===== config.mk =====
export PLATFORM = sky130hd
export DESIGN_NAME = can_bit_timer
export DESIGN_NICKNAME = d
export VERILOG_FILES = /design/src/rtl/can_bt_pkg.sv /design/src/rtl/can_bt_edge.sv /design/src/rtl/can_bt_seq.sv /design/src/rtl/can_bt_out.sv /design/src/rtl/can_bit_timer.sv
export SDC_FILE = /design/constraint.sdc
export NUM_CORES = 1
export LEC_CHECK = 0
export BUFFER_PORTS_ARGS = -buffer_cell sky130_fd_sc_hd__buf_2
export CAP_MARGIN = 20
export CORE_MARGIN = 3
export CORE_UTILIZATION = 46
export CTS_BUF_LIST = sky130_fd_sc_hd__clkbuf_2 sky130_fd_sc_hd__clkbuf_4 sky130_fd_sc_hd__clkbuf_8
export DETAILED_ROUTE_END_ITERATION = 16
export SLEW_MARGIN = 20
export SYNTH_ARGS = -nofsm -noshare
export SYNTH_HDL_FRONTEND = slang
export SYNTH_SLANG_ARGS = --single-unit

===== constraint.sdc =====
create_clock -name clk -period 3.85 [get_ports clk]
set_clock_uncertainty 0.15 [all_clocks]
set_input_delay 0.1925 -clock clk [delete_from_list [all_inputs] [get_ports clk]]
set_output_delay 0.1925 -clock clk [all_outputs]
set_load 0.01 [all_outputs]

===== src/rtl/can_bt_pkg.sv =====
package can_bt_pkg;

  typedef logic [7:0] q_t;

  typedef enum logic [1:0] {
    PH_SYNC = 2'd0,
    PH_SEG1 = 2'd1,
    PH_SEG2 = 2'd2
  } bt_phase_e;

  // Length in quanta of a field coded as "length minus one".
  function automatic q_t seg_quanta(input q_t field);
    return field + 8'd1;
  endfunction

  // Phase correction bounded by the jump width.
  function automatic q_t jump_clip(input q_t err, input q_t width);
    return (err < width) ? err : width;
  endfunction

endpackage


===== src/rtl/can_bt_edge.sv =====
module can_bt_edge (
  input  logic clk,
  input  logic rst_n,
  input  logic tq_tick,
  input  logic rx,
  input  logic hsync_en,
  output logic fall_evt,
  output logic hard_evt
);
  logic prev_rx;

  always_ff @(posedge clk) begin
    if (!rst_n)       prev_rx <= 1'b1;
    else if (tq_tick) prev_rx <= rx;
  end

  assign fall_evt = tq_tick & prev_rx & ~rx;
  assign hard_evt = fall_evt & hsync_en;
endmodule


===== src/rtl/can_bt_seq.sv =====
module can_bt_seq
  import can_bt_pkg::*;
#(
  parameter int TS1_W = 4,
  parameter int TS2_W = 3,
  parameter int SJW_W = 2
) (
  input  logic             clk,
  input  logic             rst_n,
  input  logic             tq_tick,
  input  logic             fall_evt,
  input  logic             hard_evt,
  input  logic [TS1_W-1:0] tseg1_cfg,
  input  logic [TS2_W-1:0] tseg2_cfg,
  input  logic [SJW_W-1:0] sjw_cfg,
  output logic             sample_evt,
  output logic             tx_evt
);
  localparam int BIT_MAX_Q = 1 + (1 << TS1_W) + (1 << TS2_W);

  bt_phase_e phase_q, phase_n;
  q_t        idx_q, idx_n, ext_q, ext_n, shrink_q, shrink_n;
  logic      done_q, done_n;

  q_t len1, len2, sjw, end1, end2, err1, err2, clip1, clip2;
  logic resync_ok;

  assign len1      = seg_quanta(q_t'(tseg1_cfg));
  assign len2      = seg_quanta(q_t'(tseg2_cfg));
  assign sjw       = seg_quanta(q_t'(sjw_cfg));
  assign end1      = len1 - 8'd1 + ext_q;
  assign end2      = len2 - 8'd1 - shrink_q;
  assign err1      = idx_q + 8'd1;
  assign err2      = len2 - idx_q;
  assign clip1     = jump_clip(err1, sjw);
  assign clip2     = jump_clip(err2, sjw);
  assign resync_ok = fall_evt & ~done_q & ~hard_evt;

  always_comb begin
    phase_n    = phase_q;
    idx_n      = idx_q;
    ext_n      = ext_q;
    shrink_n   = shrink_q;
    done_n     = done_q;
    sample_evt = 1'b0;
    tx_evt     = 1'b0;
    if (tq_tick) begin
      if (hard_evt) begin
        phase_n  = PH_SEG1;
        idx_n    = '0;
        ext_n    = '0;
        shrink_n = '0;
        done_n   = 1'b1;
      end else begin
        unique case (phase_q)
          PH_SYNC: begin
            phase_n  = PH_SEG1;
            idx_n    = '0;
            ext_n    = '0;
            shrink_n = '0;
            done_n   = 1'b0;
          end
          PH_SEG1: begin
            if (resync_ok) begin
              ext_n  = clip1;
              done_n = 1'b1;
              idx_n  = idx_q + 8'd1;
            end else if (idx_q == end1) begin
              sample_evt = 1'b1;
              phase_n    = PH_SEG2;
              idx_n      = '0;
            end else begin
              idx_n = idx_q + 8'd1;
            end
          end
          PH_SEG2: begin
            if (resync_ok && clip2 == err2) begin
              tx_evt   = 1'b1;
              phase_n  = PH_SEG1;
              idx_n    = '0;
              ext_n    = '0;
              shrink_n = '0;
              done_n   = 1'b0;
            end else if (resync_ok && clip2 == err2 - 8'd1) begin
              tx_evt  = 1'b1;
              phase_n = PH_SYNC;
              idx_n   = '0;
            end else if (resync_ok) begin
              shrink_n = clip2;
              done_n   = 1'b1;
              idx_n    = idx_q + 8'd1;
            end else if (idx_q == end2) begin
              tx_evt  = 1'b1;
              phase_n = PH_SYNC;
              idx_n   = '0;
            end else begin
              idx_n = idx_q + 8'd1;
            end
          end
          default: begin
            phase_n = PH_SYNC;
            idx_n   = '0;
          end
        endcase
      end
    end
  end

  always_ff @(posedge clk) begin
    if (!rst_n) begin
      phase_q  <= PH_SYNC;
      idx_q    <= '0;
      ext_q    <= '0;
      shrink_q <= '0;
      done_q   <= 1'b0;
    end else begin
      phase_q  <= phase_n;
      idx_q    <= idx_n;
      ext_q    <= ext_n;
      shrink_q <= shrink_n;
      done_q   <= done_n;
    end
  end

  AST_IDX_RANGE: assert property (@(posedge clk) disable iff (!rst_n)
    idx_q < q_t'(BIT_MAX_Q));
  AST_SEG1_BOUND: assert property (@(posedge clk) disable iff (!rst_n)
    phase_q == PH_SEG1 |-> idx_q <= end1);
  AST_SEG2_BOUND: assert property (@(posedge clk) disable iff (!rst_n)
    phase_q == PH_SEG2 |-> idx_q <= end2);
  AST_HOLD_NO_TICK: assert property (@(posedge clk) disable iff (!rst_n)
    !tq_tick |=> $stable(idx_q) && $stable(phase_q));
  AST_HARD_RESTART: assert property (@(posedge clk) disable iff (!rst_n)
    hard_evt |=> phase_q == PH_SEG1 && idx_q == 8'd0);
  AST_EXT_LIMIT: assert property (@(posedge clk) disable iff (!rst_n)
    ext_q <= sjw);
  AST_SHRINK_LIMIT: assert property (@(posedge clk) disable iff (!rst_n)
    shrink_q <= sjw);
  AST_SYNC_NO_CORR: assert property (@(posedge clk) disable iff (!rst_n)
    (tq_tick && phase_q == PH_SYNC) |=> ext_q == 8'd0 && shrink_q == 8'd0);
  AST_ONE_RESYNC: assert property (@(posedge clk) disable iff (!rst_n)
    (tq_tick && done_q && phase_q == PH_SEG1 && !hard_evt) |=> ext_q == $past(ext_q));
endmodule


===== src/rtl/can_bt_out.sv =====
module can_bt_out (
  input  logic clk,
  input  logic rst_n,
  input  logic tq_tick,
  input  logic rx,
  input  logic sample_evt,
  input  logic tx_evt,
  output logic sample_stb,
  output logic sample_bit,
  output logic tx_stb
);
  always_ff @(posedge clk) begin
    if (!rst_n) begin
      sample_stb <= 1'b0;
      tx_stb     <= 1'b0;
      sample_bit <= 1'b1;
    end else begin
      sample_stb <= sample_evt;
      tx_stb     <= tx_evt;
      if (sample_evt) sample_bit <= rx;
    end
  end

  AST_STROBE_EXCL: assert property (@(posedge clk) disable iff (!rst_n)
    !(sample_stb && tx_stb));
  AST_STROBE_ON_TICK: assert property (@(posedge clk) disable iff (!rst_n)
    (sample_stb || tx_stb) |-> $past(tq_tick));
  AST_SAMPLE_LEVEL: assert property (@(posedge clk) disable iff (!rst_n)
    sample_stb |-> sample_bit == $past(rx));
endmodule


===== src/rtl/can_bit_timer.sv =====
module can_bit_timer #(
  parameter int TS1_W = 4,
  parameter int TS2_W = 3,
  parameter int SJW_W = 2
) (
  input  logic             clk,
  input  logic             rst_n,
  input  logic             tq_tick,
  input  logic             rx,
  input  logic             hsync_en,
  input  logic [TS1_W-1:0] tseg1_cfg,
  input  logic [TS2_W-1:0] tseg2_cfg,
  input  logic [SJW_W-1:0] sjw_cfg,
  output logic             sample_stb,
  output logic             sample_bit,
  output logic             tx_stb
);
  logic fall_evt, hard_evt, sample_evt, tx_evt;

  can_bt_edge u_edge (
    .clk      (clk),
    .rst_n    (rst_n),
    .tq_tick  (tq_tick),
    .rx       (rx),
    .hsync_en (hsync_en),
    .fall_evt (fall_evt),
    .hard_evt (hard_evt)
  );

  can_bt_seq #(.TS1_W(TS1_W), .TS2_W(TS2_W), .SJW_W(SJW_W)) u_seq (
    .clk        (clk),
    .rst_n      (rst_n),
    .tq_tick    (tq_tick),
    .fall_evt   (fall_evt),
    .hard_evt   (hard_evt),
    .tseg1_cfg  (tseg1_cfg),
    .tseg2_cfg  (tseg2_cfg),
    .sjw_cfg    (sjw_cfg),
    .sample_evt (sample_evt),
    .tx_evt     (tx_evt)
  );

  can_bt_out u_out (
    .clk        (clk),
    .rst_n      (rst_n),
    .tq_tick    (tq_tick),
    .rx         (rx),
    .sample_evt (sample_evt),
    .tx_evt     (tx_evt),
    .sample_stb (sample_stb),
    .sample_bit (sample_bit),
    .tx_stb     (tx_stb)
  );
endmodule


# Word-level counts from Yosys, hierarchy flattened
# Index checks and enable logic that the tools add are counted.
# Widths: inputs -> output; s select.
word_totals:
  mem_count: 0
  rom_bits: 0
  register_bits: 31
  mem_bits_rw: 0
  latch_bits: 0
classes:
  eq_ne: 14
  shift: 0
  bitwise_logic: 11
  n_reduce_logical: 10
  mux: 41
  n_div: 0
  magnitude_cmp: 2
  n_mul: 0
  add_sub_neg: 10
op_table:
  columns: ["cell", "count"]
  rows:
  - ["$mux 8", 16]
  - ["$eq 8x8->1", 4]
  - ["$pmux 8 s2", 2]
  - ["$pmux 8 s3", 1]
  - ["$sub 8x1->8 const B", 3]
  - ["$lt 8x8->1", 2]
  - ["$sub 8x8->8", 2]
  - ["$mux 2", 7]
  - ["$mux 1", 13]
  - ["$ne 3x1->1 const B", 3]
  - ["$add 8x1->8 const B", 1]
  - ["$add 8x8->8", 1]
  - ["$reduce_and 4->1", 2]
  - ["$not 1->1", 6]
  - ["$pmux 2 s3", 1]
  - ["$add 4x1->5 const B", 1]
  - ["$and 1x1->1", 5]
  - ["$ne 5x1->1 const B", 1]
  - ["$ne 5x4->1 const B", 1]
  - ["$reduce_and 5->1", 1]
  - ["$add 3x1->4 const B", 1]
  - ["$ne 4x1->1 const B", 1]
  - ["$ne 4x2->1 const B", 1]
  - ["$reduce_bool 4->1", 1]
  - ["other kinds (10)", 11]

# Logic depth before layout (Yosys ltp)
depth:
  word_depth: 10
  ltp_mapped: 15
  ltp_nobuf: 14

# Hierarchy
# From an unflattened synthesis, not the netlist that was laid out.
unflattened:
  cells_unflattened: 425
  area_unflattened_um2: 3334.4
modules_own_cells:
  columns: ["mod", "cells_per_inst", "area_per_inst_um2", "n_inst"]
  rows:
  - ["can_bt_seq", 413, 3198.1, 1]
  - ["can_bt_out", 7, 87.6, 1]
  - ["can_bt_edge", 5, 48.8, 1]

# Least setup slack after synthesis
# OpenSTA, ideal clock, no wires.
synth_timing:
  path_type: "in2reg"
  startpoint: "in tseg2_cfg[0]"
  endpoint: "reg u_seq.ext_q[1]"
  t_required_ns: 3.629
  t_arrival_ns: 3.213
  slack_ns: 0.416
  setup_ns: 0.071
  cell_stages: 14
  path_cell_list: "ha_1 -> inv_1 -> fa_1 -> xnor2_2 -> ha_1 -> a21o_1 -> a31oi_1 -> a31oi_1 -> nor2_1 -> a31o_4 -> nand3_2 -> buf_6 -> or3_1 -> a21oi_1"
synth_between:
  elab_chain_cells: 8
synth_rtl:
  columns: ["item", "line", "text"]
  rows:
  - ["start: declaration", "can_bit_timer.sv:12", "input logic [TS2_W-1:0] tseg2_cfg,"]
  - ["$add 3x1->4 *", "can_bt_pkg.sv:13", "return field + 8'd1;"]
  - ["$sub 8x8->8 *", "can_bt_seq.sv:34", "assign err2 = len2 - idx_q;"]
  - ["$lt 8x8->1", "can_bt_pkg.sv:18", "return (err < width) ? err : width;"]
  - ["$mux 8", "can_bt_pkg.sv:18", null]
  - ["$eq 8x8->1 *", "can_bt_seq.sv:77", "if (resync_ok && clip2 == err2) begin"]
  - ["$logic_and 1x1->1 *", "can_bt_seq.sv:77", null]
  - ["$ne 3x1->1 (no source line) *", null, null]
  - ["$reduce_and 4->1 (no source line) *", null, null]
  - ["end signal: assignment", "can_bt_seq.sv:119", "ext_q <= ext_n;"]
  - ["end: declaration", "can_bt_seq.sv:22", "q_t idx_q, idx_n, ext_q, ext_n, shrink_q, shrink_n;"]
# Mark *: on every way between the ends. The rest lies on a longest branch, timed or not.
# A chain may end at the register's enable or synchronous reset.

# Final worst setup path
layout_timing:
  startpoint: "reg u_seq.idx_q[0]"
  endpoint: "reg u_seq.shrink_q[2]"
layout_between:
  elab_chain_cells: 8
  elab_cells_between_ends: 16
  classes_between: "add/sub: 2; order compare: 1; eq/ne: 4; mux: 6; reduce/logical: 3"
layout_rtl:
  columns: ["item", "line", "text"]
  rows:
  - ["start: declaration", "can_bt_seq.sv:22", null]
  - ["start signal: assignment", "can_bt_seq.sv:118", "idx_q <= idx_n;"]
  - ["$sub 8x8->8 *", "can_bt_seq.sv:34", null]
  - ["$lt 8x8->1", "can_bt_pkg.sv:18", null]
  - ["$mux 8", "can_bt_pkg.sv:18", null]
  - ["$eq 8x8->1 / $mux 8 (equally long branches)", "can_bt_seq.sv:77, can_bt_seq.sv:88", null]
  - ["$logic_and 1x1->1 / $mux 8 (equally long branches)", "can_bt_seq.sv:77, can_bt_seq.sv:84", null]
  - ["$mux 8", "can_bt_seq.sv:77", null]
  - ["$pmux 8 s2", "can_bt_seq.sv:55", "unique case (phase_q)"]
  - ["$mux 8", "can_bt_seq.sv:48", "if (hard_evt) begin"]
  - ["end signal: assignment", "can_bt_seq.sv:120", "shrink_q <= shrink_n;"]
  - ["end: declaration", "can_bt_seq.sv:22", null]
# Mark *: on every way between the ends. The rest lies on a longest branch, timed or not. The select of a mux whose other input is x is not followed.

==> load_flow_metrics.sql <==
INSERT INTO impl_metrics (metric_group, metric, value, unit) VALUES
('setup_path', 'timing.critical_path.arrival', '3.50', 'ns'),
('sta', 'fin_crit', '3.46', 'ns'),
('grt', 'grt_pass1_wl', '11.7', 'mm'),
('clock_tree', 'cts.root.buffer_cell', 'clkbuf_8', ''),
('run', 'maxCapViolCount', '0', ''),
('power', 'peak_supply_drop', '203', 'uV'),
('grt', 'grt_start_max_net_pins', '18', ''),
('power', 'p_leak', '1.38', 'nW'),
('sta', 'tightestPinTransition', '0.663', 'ns'),
('cells_and_area', 'area_added_between_synthesis_and_finish', '9.75', '%'),
('logic_synthesis', 'syn_area_per_cell', '8.30', 'sq um'),
('floorplanning', 'chipHeight', '85.9', 'microns'),
('floorplanning', 'die_width', '85.9', 'microns'),
('clock_tree', 'clkSlewWorstSetupHoldPaths', '0.07', 'ns'),
('sta', 'maxClockFrequency', '289', 'MHz'),
('logic_synthesis', 'synth_top_cells_by_area', 'dfxtp_1, ha_1, xnor2_1, inv_1, xor2_1', ''),
('logic_synthesis', 'netlist.top_cell.by_area', 'dfxtp_1', ''),
('cells_and_area', 'final_nets', '424', ''),
('cells_and_area', 'layout.area.seq', '621', 'sq um'),
('setup_path', 'reg2reg_depth', '10', ''),
('grt', 'grt_antenna_before_repair', '0', ''),
('placement', 'dpl.hpwl', '5.36', 'mm'),
('grt', 'number_of_global_route_vias_before_repair', '2330', ''),
('power', 'power_density', '322', 'nW/um^2'),
('logic_synthesis', 'netlist_top_cells_count', 'ha_1, inv_1, dfxtp_1, nand2_1, xnor2_1', ''),
('routing', 'dr.pass1.iters', '4', ''),
('sta', 'maxSlewHeadroom', '55.1', '%'),
('logic_synthesis', 'ys_warn_count', '0', ''),
('logic_synthesis', 'async_flop_share', '0', '%'),
('logic_synthesis', 'synth.top_cell.area_share', '21.1', '%'),
('routing', 'number_of_routed_nets_with_antenna_violations', '0', ''),
('sta', 'drv_slew', '0', ''),
('clock_tree', 'worst_skew_pair.late_latency', '0.29', 'ns'),
('outcome', 'outcome', 'finished, final reports clean', ''),
('sta', 'finalSetupViolations', '0', ''),
('routing', 'routedWlPerCell', '15.1', 'microns'),
('setup_path', 'critical_path_class', 'register to register', ''),
('routing', 'via_per_inst', '5.57', ''),
('floorplanning', 'design.portCount', '17', ''),
('sta', 'grt_setup_unrepaired', 'no', ''),
('clock_tree', 'cts-htree-levels', '2', ''),
('setup_path', 'required', '3.89', 'ns'),
('setup_path', 'crit_path_cell_trace', 'ha_1 > fa_1 > ha_1 > xnor3_1 > or3_1 > a31oi_1 > o311ai_1 > o311ai_4 > nand3_1 > o41ai_1', ''),
('setup_path', 'cp-start-kind', 'register', ''),
('cells_and_area', 'fillerInstances', '580', ''),
('clock_tree', 'clk_path_buf_depth', '2', ''),
('logic_synthesis', 'synthesis.instances', '354', ''),
('routing', 'drt_iter0_markers', '147', ''),
('sta', 'finalHoldViolCount', '0', ''),
('cells_and_area', 'antennaDiodeCount', '0', ''),
('min_path', 'hold-path-cell-count', '2', ''),
('setup_path', 'cpPeakStageDelay', '0.62', 'ns'),
('placement', 'gpl.final_weighted_congestion', '0.842', ''),
('floorplanning', 'initial_utilization', '48.5', '%'),
('logic_synthesis', 'synth_sequential_area_ratio', '21.1', '%'),
('logic_synthesis', 'syn-cell-area', '2940', 'sq um'),
('logic_synthesis', 'number_of_synthesized_register_bits', '31', ''),
('setup_path', 'timing.critical_path.depth', '10', ''),
('floorplanning', 'core-area', '6060', 'sq um'),
('placement', 'placement.io_buffers', '16', ''),
('grt', 'globalRoute.totalOverflow', '0', ''),
('sta', 'setup_total_negative_slack', '0', 'ns'),
('setup_path', 'cp_top_family', 'adder cells', ''),
('cells_and_area', 'layout-drive-gt1-share', '12.3', '%'),
('setup_path', 'crit_path_max_fanout', '9', ''),
('routing', 'vias', '2507', ''),
('sta', 'layout_worst_path_cycle_share', '89.8', '%'),
('clock_tree', 'cts-buffers-inserted', '5', ''),
('setup_path', 'critical-path-top-cell-by-count', 'ha_1', ''),
('setup_path', 'crit_slowest_cell', 'fa_1', ''),
('cells_and_area', 'multi_input_area', '2130', 'sq um');
-- worst paths after layout --
path | slack, ns | to | from
worst min register to register | 0.30 | u_seq.ext_q[1] | u_seq.ext_q[1]
worst min-delay path | 0.11 | u_out.sample_bit | rst_n
worst max register to register | 0.39 | u_seq.shrink_q[2] | u_seq.idx_q[0]
worst max-delay path | 0.39 | u_seq.shrink_q[2] | u_seq.idx_q[0]
-- cell families (layout without fill, tap and decap cells) --
group / count (synthesis) / after routing / synth area share [%]
and+or+nand+nor: 120 / 120 / 21.1
AOI/OAI and AO/OA: 70 / 70 / 17.9
buffers and inverters: 44 / 65 / 6.51
xor gates and xnor gates: 42 / 42 / 13.5
adders and majority gates: 36 / 36 / 16.1
DFF: 31 / 31 / 21.1
muxes: 11 / 11 / 3.79
-- layout by cell type (no fill, tap or decap), types with 10 or more instances in the layout --
cell,count
nor2_1,25
a21oi_1,16
dfxtp_1,31
and3_1,13
mux2i_1,10
xnor2_1,26
ha_1,33
nand2_1,26
xor2_1,13
inv_1,33
buf_2,16
nand3_1,15
-- area by class of cell --
cell class / count / area share, %
multi-input cells: 279 / 65.9
flip-flops and latches: 31 / 19.2
repair buffers: 24 / 4.42
inverters: 33 / 3.84
well taps: 75 / 2.91
clock buffers: 6 / 2.56
clock inverters: 2 / 1.09
-- per-stage QoR --
| step | area [sq um] | utilization (%) | setup WS, ns | std cells | power, mW |
|---|---|---|---|---|---|
| after floorplan | 2940 | - | 0.416 | 354 | 0.623 |
| after global placement | 3100 | 51.1 | 0.256 | 441 | 0.696 |
| after detailed placement | 3100 | 51.1 | 0.151 | 441 | 0.697 |
| after CTS | 3230 | 53.2 | 0.393 | 450 | 1.05 |
| after global routing | 3230 | 53.2 | 0.144 | 450 | 1.10 |
| final | 3230 | 53.2 | 0.392 | 450 | 1.04 |
-- timing repair --
item	in CTS	in global routing
hold endpoints to repair	1	0
hold buffers	1	0
buffers inserted	0	0
-- sequential cells by signal (all words and copies together), names as in the netlist --
register / cells
u_seq.ext_q: 8
u_seq.idx_q: 8
u_seq.shrink_q: 8
u_seq.phase_q: 2
u_edge.prev_rx: 1
u_out.sample_bit: 1
u_out.sample_stb: 1
u_out.tx_stb: 1
u_seq.done_q: 1
-- layer usage --
layer  global-route usage, %  wire, microns  up-vias
met5                       0              0        -
met4                    5.61             65        0
met3                    2.98            197        6
met2                    30.4           3020       33
met1                    28.7           3530     1167
li1                        -              -     1301
-- power breakdown --
| group | switching (mW) | total [mW] | internal, mW |
|---|---|---|---|
| clock network | 0.134 | 0.343 | 0.209 |
| registers | 0.00598 | 0.333 | 0.327 |
| logic | 0.209 | 0.362 | 0.153 |
Power figures use the tool's default switching activity.
